[config.mk]
export PLATFORM = sky130hd
export DESIGN_NAME = regbank_alt
export DESIGN_NICKNAME = d
export VERILOG_FILES = /design/src/rtl/regbank_pkg.sv /design/src/rtl/regbank_qual.sv /design/src/rtl/regbank_xchg.sv /design/src/rtl/regbank_store.sv /design/src/rtl/regbank_alt.sv
export SDC_FILE = /design/constraint.sdc
export NUM_CORES = 1
export LEC_CHECK = 0
export ABC_AREA = 1
export CAP_MARGIN = 20
export CORE_ASPECT_RATIO = 1.75
export CORE_MARGIN = 8
export CORE_UTILIZATION = 47
export DETAILED_ROUTE_END_ITERATION = 12
export GPL_ROUTABILITY_DRIVEN = 0
export GPL_TIMING_DRIVEN = 0
export HOLD_SLACK_MARGIN = 0.02
export PLACE_DENSITY = 0.77
export SYNTH_ARGS = -nofsm -noshare
export SYNTH_HDL_FRONTEND = slang
export SYNTH_SLANG_ARGS = --single-unit
[constraint.sdc]
create_clock -name clk -period 1.4 [get_ports clk]
set_input_delay 0.21 -clock clk [delete_from_list [all_inputs] [get_ports clk]]
set_output_delay 0.21 -clock clk [all_outputs]
set_load 0.005 [all_outputs]
[src/rtl/regbank_pkg.sv]
// Package: shared command codes and pair indices for the dual-bank register file.
// Assumes: four 16-bit pairs per bank; the pair index order is fixed because the
// write port and the read buses decode it.
package regbank_pkg;

    localparam int NPAIR    = 4;
    localparam int PAIR_IDX = 2;

    localparam int P_AF = 0;
    localparam int P_BC = 1;
    localparam int P_DE = 2;
    localparam int P_HL = 3;

    typedef enum logic [2:0] {
        XO_NONE  = 3'd0,
        XO_ALL   = 3'd1,
        XO_AF    = 3'd2,
        XO_DEHL  = 3'd3,
        XO_DEPHL = 3'd4
    } xchg_op_e;

endpackage

[src/rtl/regbank_qual.sv]
// Module: one-shot alternate-destination qualifier.
// Arms on a prefix pulse, is held over idle cycles, and is consumed by the
// next command that executes. A prefix that arrives with a command arms the
// qualifier for the following command. Assumes cmd_exec is derived
// combinationally from the current inputs.
module regbank_qual (
    input  logic clk,
    input  logic rst_n,
    input  logic pfx_in,
    input  logic cmd_exec,
    output logic armed
);

    // Qualifier state: the prefix sets it, an executed command clears it.
    always_ff @(posedge clk) begin
        if (!rst_n)
            armed <= 1'b0;
        else if (pfx_in)
            armed <= 1'b1;
        else if (cmd_exec)
            armed <= 1'b0;
    end

    assert_qual_consumed_R10: assert property (@(posedge clk) disable iff (!rst_n)
        (armed && cmd_exec && !pfx_in) |=> !armed);

    assert_qual_hold_R10: assert property (@(posedge clk) disable iff (!rst_n)
        (!cmd_exec && !pfx_in) |=> $stable(armed));

    assert_qual_arm_R10: assert property (@(posedge clk) disable iff (!rst_n)
        pfx_in |=> armed);

endmodule

[src/rtl/regbank_xchg.sv]
// Module: combinational next-state selector for both banks.
// Decodes the exchange command and the qualifier into per-register load enables
// and next values. It falls back to the write port only when no exchange is
// decoded, which gives exchanges priority over writes.
module regbank_xchg
    import regbank_pkg::*;
#(
    parameter int PAIR_W = 16
) (
    input  logic [2:0]                     op,
    input  logic                           qual,
    input  logic                           wr_en,
    input  logic                           wr_alt,
    input  logic [PAIR_IDX-1:0]            wr_pair,
    input  logic [PAIR_W-1:0]              wr_data,
    input  logic [NPAIR-1:0][PAIR_W-1:0]   cur_m,
    input  logic [NPAIR-1:0][PAIR_W-1:0]   cur_a,
    output logic [NPAIR-1:0][PAIR_W-1:0]   nxt_m,
    output logic [NPAIR-1:0][PAIR_W-1:0]   nxt_a,
    output logic [NPAIR-1:0]               ld_m,
    output logic [NPAIR-1:0]               ld_a,
    output logic                           cmd_exec
);

    logic xchg_valid;

    // Command legality: only codes 1 to 4 are exchanges.
    always_comb begin
        xchg_valid = (op == XO_ALL) || (op == XO_AF) ||
                     (op == XO_DEHL) || (op == XO_DEPHL);
        cmd_exec   = xchg_valid || wr_en;
    end

    // Next-value and load-enable selection per exchange kind, else the write.
    always_comb begin
        nxt_m = cur_m;
        nxt_a = cur_a;
        ld_m  = '0;
        ld_a  = '0;
        case (op)
            XO_ALL: begin
                for (int p = P_BC; p <= P_HL; p++) begin
                    nxt_m[p] = cur_a[p];
                    nxt_a[p] = cur_m[p];
                    ld_m[p]  = 1'b1;
                    ld_a[p]  = 1'b1;
                end
            end
            XO_AF: begin
                nxt_m[P_AF] = cur_a[P_AF];
                nxt_a[P_AF] = cur_m[P_AF];
                ld_m[P_AF]  = 1'b1;
                ld_a[P_AF]  = 1'b1;
            end
            XO_DEHL: begin
                ld_m[P_DE] = 1'b1;
                if (!qual) begin
                    nxt_m[P_DE] = cur_m[P_HL];
                    nxt_m[P_HL] = cur_m[P_DE];
                    ld_m[P_HL]  = 1'b1;
                end else begin
                    nxt_m[P_DE] = cur_a[P_HL];
                    nxt_a[P_HL] = cur_m[P_DE];
                    ld_a[P_HL]  = 1'b1;
                end
            end
            XO_DEPHL: begin
                ld_a[P_DE] = 1'b1;
                if (!qual) begin
                    nxt_a[P_DE] = cur_m[P_HL];
                    nxt_m[P_HL] = cur_a[P_DE];
                    ld_m[P_HL]  = 1'b1;
                end else begin
                    nxt_a[P_DE] = cur_a[P_HL];
                    nxt_a[P_HL] = cur_a[P_DE];
                    ld_a[P_HL]  = 1'b1;
                end
            end
            default: begin
                if (wr_en) begin
                    if (wr_alt) begin
                        nxt_a[wr_pair] = wr_data;
                        ld_a[wr_pair]  = 1'b1;
                    end else begin
                        nxt_m[wr_pair] = wr_data;
                        ld_m[wr_pair]  = 1'b1;
                    end
                end
            end
        endcase
    end

    // a write that arrives with an exchange loads at most the pairs the exchange names
    always_comb begin
        if (xchg_valid && op == XO_AF)
            assert_af_loads_only_af_R9: assert ((ld_m[P_HL:P_BC] == '0) && (ld_a[P_HL:P_BC] == '0));
    end

endmodule

[src/rtl/regbank_store.sv]
// Module: storage for both banks, one register per pair per bank.
// Each register loads its next value when its enable is high. Synchronous
// active-low reset clears everything. Assumes the enables and values come from
// a single selector in the same cycle.
module regbank_store
    import regbank_pkg::*;
#(
    parameter int PAIR_W = 16
) (
    input  logic                           clk,
    input  logic                           rst_n,
    input  logic [NPAIR-1:0]               ld_m,
    input  logic [NPAIR-1:0]               ld_a,
    input  logic [NPAIR-1:0][PAIR_W-1:0]   nxt_m,
    input  logic [NPAIR-1:0][PAIR_W-1:0]   nxt_a,
    output logic [NPAIR-1:0][PAIR_W-1:0]   cur_m,
    output logic [NPAIR-1:0][PAIR_W-1:0]   cur_a
);

    for (genvar p = 0; p < NPAIR; p++) begin : g_pair
        // Main-bank pair register.
        always_ff @(posedge clk) begin
            if (!rst_n)
                cur_m[p] <= '0;
            else if (ld_m[p])
                cur_m[p] <= nxt_m[p];
        end

        // Primed-bank pair register.
        always_ff @(posedge clk) begin
            if (!rst_n)
                cur_a[p] <= '0;
            else if (ld_a[p])
                cur_a[p] <= nxt_a[p];
        end
    end

    assert_reset_clear_R1: assert property (@(posedge clk)
        !rst_n |=> (cur_m == '0 && cur_a == '0));

endmodule

[src/rtl/regbank_alt.sv]
// Module: dual-bank register file top.
// Ties the qualifier, the exchange selector and the storage together and
// flattens both banks onto read buses, with pair k on bits [PAIR_W*k +: PAIR_W].
// Assumes one command per cycle from the decoder; a simultaneous exchange wins.
module regbank_alt
    import regbank_pkg::*;
#(
    parameter int BYTE_W = 8,
    localparam int PAIR_W = 2 * BYTE_W,
    localparam int BUS_W  = NPAIR * PAIR_W
) (
    input  logic                 clk,
    input  logic                 rst_n,
    input  logic [2:0]           xchg_op,
    input  logic                 alt_pfx,
    input  logic                 wr_en,
    input  logic                 wr_alt,
    input  logic [PAIR_IDX-1:0]  wr_pair,
    input  logic [PAIR_W-1:0]    wr_data,
    output logic [BUS_W-1:0]     rd_main,
    output logic [BUS_W-1:0]     rd_alt
);

    logic [NPAIR-1:0][PAIR_W-1:0] cur_m, cur_a, nxt_m, nxt_a;
    logic [NPAIR-1:0]             ld_m, ld_a;
    logic                         cmd_exec;
    logic                         qual_armed;

    regbank_qual u_qual (
        .clk      (clk),
        .rst_n    (rst_n),
        .pfx_in   (alt_pfx),
        .cmd_exec (cmd_exec),
        .armed    (qual_armed)
    );

    regbank_xchg #(.PAIR_W(PAIR_W)) u_xchg (
        .op       (xchg_op),
        .qual     (qual_armed),
        .wr_en    (wr_en),
        .wr_alt   (wr_alt),
        .wr_pair  (wr_pair),
        .wr_data  (wr_data),
        .cur_m    (cur_m),
        .cur_a    (cur_a),
        .nxt_m    (nxt_m),
        .nxt_a    (nxt_a),
        .ld_m     (ld_m),
        .ld_a     (ld_a),
        .cmd_exec (cmd_exec)
    );

    regbank_store #(.PAIR_W(PAIR_W)) u_store (
        .clk   (clk),
        .rst_n (rst_n),
        .ld_m  (ld_m),
        .ld_a  (ld_a),
        .nxt_m (nxt_m),
        .nxt_a (nxt_a),
        .cur_m (cur_m),
        .cur_a (cur_a)
    );

    for (genvar p = 0; p < NPAIR; p++) begin : g_rd
        assign rd_main[p*PAIR_W +: PAIR_W] = cur_m[p];
        assign rd_alt [p*PAIR_W +: PAIR_W] = cur_a[p];
    end

    assert_full_swap_R3: assert property (@(posedge clk) disable iff (!rst_n)
        (xchg_op == XO_ALL) |=>
            (cur_m[P_HL:P_BC] == $past(cur_a[P_HL:P_BC])) &&
            (cur_a[P_HL:P_BC] == $past(cur_m[P_HL:P_BC])) &&
            $stable(cur_m[P_AF]) && $stable(cur_a[P_AF]));

    // an AF exchange leaves every other pair alone, even with a write pending
    assert_af_only_R4: assert property (@(posedge clk) disable iff (!rst_n)
        (xchg_op == XO_AF) |=>
            (cur_m[P_AF] == $past(cur_a[P_AF])) &&
            $stable(cur_m[P_HL:P_BC]) && $stable(cur_a[P_HL:P_BC]));

    assert_dehl_main_R5: assert property (@(posedge clk) disable iff (!rst_n)
        (xchg_op == XO_DEHL && !qual_armed) |=>
            (cur_m[P_DE] == $past(cur_m[P_HL])) && (cur_m[P_HL] == $past(cur_m[P_DE])) &&
            $stable(cur_a));

    assert_dehl_alt_R6: assert property (@(posedge clk) disable iff (!rst_n)
        (xchg_op == XO_DEHL && qual_armed) |=>
            (cur_m[P_DE] == $past(cur_a[P_HL])) && (cur_a[P_HL] == $past(cur_m[P_DE])) &&
            $stable(cur_m[P_HL]) && $stable(cur_a[P_DE]));

    assert_dephl_alt_R8: assert property (@(posedge clk) disable iff (!rst_n)
        (xchg_op == XO_DEPHL && qual_armed) |=>
            (cur_a[P_DE] == $past(cur_a[P_HL])) && (cur_a[P_HL] == $past(cur_a[P_DE])) &&
            $stable(cur_m));

    assert_noop_R11: assert property (@(posedge clk) disable iff (!rst_n)
        (xchg_op > 3'd4 && !wr_en) |=> ($stable(cur_m) && $stable(cur_a)));

endmodule

# Word level (Yosys, flattened, before mapping)
# Index checks and enable logic that the tools add are counted.
[totals] regBits=129 input_bits=26 output_inout_bits=128 elab_cells=97
[classes] magnitude_cmp=2 n_eq_ne=12 n_mux=39 bitwise_logic=5 reduce_logical=30
[ops] cell="$mux W64" n=4
[ops] cell="$bwmux W64" n=2
[ops] cell="$pmux W16 S2" n=4
[ops] cell="$pmux W16 S4" n=2
[ops] cell="$mux W16" n=6
[ops] cell="$pmux W16 S3" n=2
[ops] cell="$demux W16 S2" n=1
[ops] cell="$reduce_and A4 Y1" n=6
[ops] cell="$mux W4" n=4
[ops] cell="$pmux W1 S2" n=6
[ops] cell="$reduce_and A6 Y1" n=2
[ops] cell="$reduce_bool A2 Y1" n=5
[ops] cell="$reduce_or A2 Y1" n=5
[ops] cell="$reduce_bool A3 Y1" n=3
[ops] cell="$ne A2 B2 Y1 const B" n=4
[ops] cell="$reduce_bool A4 Y1" n=2
[ops] cell="$eq A3 B2 Y1 const B" n=2
[ops] cell="$pmux W1 S3" n=2
[ops] cell="$reduce_or A3 Y1" n=2
[ops] cell="$mux W1" n=5
[ops] cell="$not A1 Y1" n=5
[ops] cell="$logic_or A1 B1 Y1" n=4
[ops] cell="$ne A2 B1 Y1 const B" n=2
[ops] cell="$ne A4 B1 Y1 const B" n=1
[ops] cell="other kinds (7)" n=7

# Depth between registers and ports, before layout
[logic_depth] ltp_word=8 mapped_depth=11 ltp_nobuf=9

# Hierarchy
# A second synthesis with hierarchy kept.
[unflattened] cells_unflattened=2275 area_unflattened_um2=11244.5
[by_module_without_submodules] mod="regbank_xchg" n_inst=1 cells_each=1463 area_each_um2=5962.0 seq_area_each_um2=0.0
[by_module_without_submodules] mod="regbank_store" n_inst=1 cells_each=806 area_each_um2=5238.8 seq_area_each_um2=2562.5
[by_module_without_submodules] mod="regbank_qual" n_inst=1 cells_each=6 area_each_um2=43.8 seq_area_each_um2=20.0

# Worst setup path before layout
# Ideal clock, no wire load.
[synth_timing] path_kind="input -> register" from="input xchg_op[1]" to="register u_store.cur_a[59] in the netlist's numbering" setup_time_ns=0.113 arrival_time_ns=1.242 t_required_ns=1.287 setup_slack_ns=0.045 stages=11 n_path_buf=3 path_cell_list="buf_2 -> nor2_4 -> nand2_2 -> buf_4 -> nand3_2 -> nand2_1 -> nand2_2 -> buf_2 -> nand2_1 -> nand2_1 -> nor2_1"
[synth_between] elab_chain_len=4 word_cells_on_any_way=13 classes_between="eq/ne: 6; mux: 2; bitwise: 1; reduce/logical: 4"
[synth_rtl] item="start, declared" line="regbank_alt.sv:14" rtl="input logic [2:0] xchg_op,"
[synth_rtl] item="$eq A3 B3 Y1 / $eq A3 B2 Y1 (equally long branches)" line="regbank_xchg.sv:40" rtl="case (op)"
[synth_rtl] item="$reduce_or A2 Y1 (no line)"
[synth_rtl] item="$pmux W1 S3" line="regbank_xchg.sv:40"
[synth_rtl] item="$reduce_and A6 Y1 (no line)"
[synth_rtl] item="end signal, assigned by index" line="regbank_store.sv:34" rtl="cur_a[p] <= nxt_a[p];"
[synth_rtl] item="end, declared" line="regbank_store.sv:17" rtl="output logic [NPAIR-1:0][PAIR_W-1:0] cur_a"
# Several ways; a longest one is shown, not always the timed one.
# A chain may end at the register's enable or synchronous reset.

# Worst setup path in the final report
[layout_timing] from="register u_store.cur_a[47] in the netlist's numbering" to="output rd_alt[47]"
[layout_rtl] item="end, declared" line="regbank_alt.sv:21" rtl="output logic [BUS_W-1:0] rd_alt"
# No word-level cell between the ends.

==> summary.txt <==
Run status
  • Status: complete, no violations

Placement
  • Place WS: -0.766 ns
  • Area post-placement: approximately 9200 um^2
  • Placed cell count: 1624
  • Detailed placement HPWL: 21.9 mm
  • Number of port buffers: 152

Die
  • Initial Utilization: 47.4%
  • Die area: 20300 um^2
  • Die Y: 183 um
  • Core ar.: 15700 um^2
  • IO Count: 154
  • Die Width: 111 um
  • Std-Cell Rows: 61

Global route
  • First-pass GRT wire length: 48.2 mm
  • Largest net degree at the start of global routing: 17
  • Antenna violations before repair: 3
  • Total Routing Usage GR: 29.8%
  • Overflow after GRT: 0
  • Vias in the first global route: between 8000 and 9000

Power
  • Sw Pwr: 0.00364 W
  • Sw frac: 32.3%
  • Leakage: 5.53 nW
  • Peak VDD IR: approximately 0.00085 V
  • Total power divided by cell area: 1090 nW/um^2
  • Tot Pwr: roughly 0.011 W
  • Reg power frac: 37.7%
  • Cell Int Power: 0.00763 W
  • Logic gate share of total power: between 20% and 30%
  • Clock network power share: between 40% and 50%

Clock tree
  • H-tree depth: 4
  • CTS root buf: clkbuf_16
  • CTS tree: built
  • Worst skew pair latency: 0.43 ns
  • Worst-path clk slew: 0.06 ns
  • Clk buf depth: 2
  • Hold_buf cts: 0
  • CTS buffer count: 17
  • Sink Count: 129

Min path
  • Hold Path Sink: u_qual.armed
  • WHS Path Cells: 3
  • Hold Crit Start: wr_en
  • HP Class: in -> reg

Final layout
  • Area grow syn2layout: 38.4%
  • Non-Filler Instances: 1677
  • Design Area, Final: between 10000 and 15000 um^2
  • Final nets: approximately 1500
  • Layout cell share with drive strength beyond 1: 17.7%

Route
  • Wire per inst: 18.7 um
  • DRT Pass-1 Iters: 9
  • Drc violations: 0
  • Drt total wl: 31.4 mm
  • Drt first-iter violations: around 780
  • Final antenna-violating net count: 0
  • Vias per inst: ~5.7
  • Via count: 9485

Setup path
  • Worst-path fanout max: 4
  • Cell Chain, Critical Path: dlygate4sd2_1
  • Flop-to-flop setup slack: 0.08 ns
  • Origin of the worst setup path: u_store.cur_a[47]
  • R2R cell count: 6
  • FF-to-FF Start: u_qual.armed
  • Crit end category: output port
  • CP arrival: approximately 1.1 ns
  • Worst EP required: 1.19 ns
  • Max stage delay on crit path: 0.42 ns
  • Crit path max-delay cell type: dfxtp_1
  • Crit path kind: reg -> out
  • CP bufs+invs: 1
  • Crit-path leading delay family: flip-flops
  • Worst setup SP type: register
  • RR Endpoint: u_store.cur_m[39]

Synthesis
  • Sequential element share of the synthesized area: about a third
  • Net Count, Synth: approximately 1300
  • Synth Register Bits: 129
  • Post-Syn Area per Cell: between 5 and 6 um^2
  • Yosys warns: 0
  • Post-Syn Area: ~7500 um^2
  • Synth area leader: dfxtp_1
  • Post-synth top area share: 34.7%
  • Synth top area cells: dfxtp_1 (35%), nand2_1 (21%), nor2_1 (12%), nand3_1 (8.3%), inv_1 (6.3%)
  • Syn Inst Count: 1283
  • Synth cell types: 24

STA
  • Setup ws final: slightly below 0.06 ns
  • Max Slew Vio Count: 0
  • Fmax: between 0.7 and 0.8 GHz
  • Final min period: 1.34 ns
  • Worst Tran Pin Value: 0.755 ns
  • Slew HR: 49.7%
  • Final-report setup violation count: 0
  • Final Hold Viols: 0
  • Clock Skew: roughly 0.0084 ns
  • Post-route clock period utilization: ~96%
  • Post-Route Setup TNS: 0 ns

Run
  • Max Cap Viol: 0
## timing repair
item                                    CTS  global route
gates cloned                              1             0
resized for setup                       331            61
endpoints found under the setup margin  254           128
setup buffers                            14             5
pin swaps                                 3             6
## worst max-delay path by stage
stage                     depth (start not counted)  slack (ns)                 to
after global placement                            9       -0.75  u_store.cur_a[53]
after CTS                                        10       0.002  u_store.cur_m[39]
after floorplan                                  11        0.04  u_store.cur_a[59]
after detailed placement                          9       -0.77  u_store.cur_a[53]
after global routing                              7      -0.006  u_store.cur_m[35]
final                                             1        0.06         rd_alt[47]
## layout make-up
class / instances / area (um^2)
Fill cell: 1446 / 5410
Multi-Input combinational cell: 942 / 4140
Sequential cell: 129 / 2720
Timing Repair Buffer: 172 / 1530
Buffer: 79 / 596
Inverter: 132 / 499
Clock buffer: 18 / 439
Tap cell: 189 / 236
Clock inverter: 14 / 153
Antenna cell: 2 / 5.00
## cells by family (layout without fill, tap and decap cells)
logic type             after synthesis  in the layout  share of synthesized area, %
AND/OR/NAND/NOR                    829            829                          45.5
buffers and inverters              212            415                          11.8
flip-flops                         129            129                          34.7
AO/OA/AOI/OAI                      113            113                          8.13
other                                0              2                             0
## worst register-to-register path, stage by stage (launching register included)
cell and delay (ns):
dfxtp_2 0.34, buf_6 0.15, o21ai_0 0.39, nand2_1 0.11, o211ai_1 0.14, nor2_2 0.05, nor2_1 0.09
## metal layers
metal | wire length, um | vias to the layer above | share of wire (%) | track usage [%]
met5 | 15 | - | 0.048 | 0
li1 | - | 4393 | - | -
met1 | 10400 | 4226 | 33 | 31.5
met2 | 15100 | 678 | 48 | 50.9
met4 | 2420 | 2 | 7.7 | 20.8
met3 | 3450 | 186 | 11 | 7.40
## Yosys cell counts
library cell	instances
nand3_1	123
nor2_1	244
nor2_2	2
dfxtp_1	129
inv_1	125
o21ai_2	1
o21ai_0	74
a21oi_1	17
buf_2	43
nand2_1	418
nand3_2	2
nor2_4	1
clkinv_1	1
buf_1	2
nor3_1	1
inv_2	6
buf_4	7
o21a_1	1
o21ai_1	7
nand4_1	32
o211ai_1	12
nand2_2	6
clkbuf_1	28
a21oi_2	1
## through the flow
step	util (%)	hold WS, ns
detailed placement	58.6	0.481
finish	65.6	0.245
global route	65.6	0.260
global placement	58.6	0.472
floorplan	-	0.334
CTS	64.5	0.375
## flip-flops by register name, summed over array words and instances (netlist names)
signal	count
u_store.cur_a	64
u_store.cur_m	64
u_qual.armed	1
## power by group through the flow
stage,clock (W),sequential [W],combinational [W]
floorplan,0,0.00424,0.00120
global placement,0,0.00430,0.00227
detailed placement,0,0.00430,0.00231
CTS,0.00458,0.00424,0.00230
global route,0.00473,0.00428,0.00266
finish,0.00460,0.00425,0.00242
## layout by cell type, fill, tap and decap left out, types with 2 or more instances in the layout
cell and n:
nand2_1 410, nor2_1 238, dlygate4sd2_1 128, inv_1 122, nand3_1 121, dfxtp_2 73, o21ai_0 57, dfxtp_1 44
buf_4 36, nand4_1 32, buf_6 23, clkdlybuf4s50_1 18, a21oi_1 17, clkbuf_16 17, clkbuf_2 16, buf_2 12
o21ai_1 12, o211ai_1 12, dfxtp_4 12, nand2_2 11, o21ai_2 11, inv_2 8, clkbuf_4 7, nor2_2 5
clkbuf_1 5, inv_6 5, dlymetal6s2s_1 5, nor2_4 4, nand3_2 4, clkinvlp_4 4, nand2_4 3, clkinv_2 3
diode_2 2, o21ai_4 2, bufinv_16 2
Power figures use the tool's default switching activity.
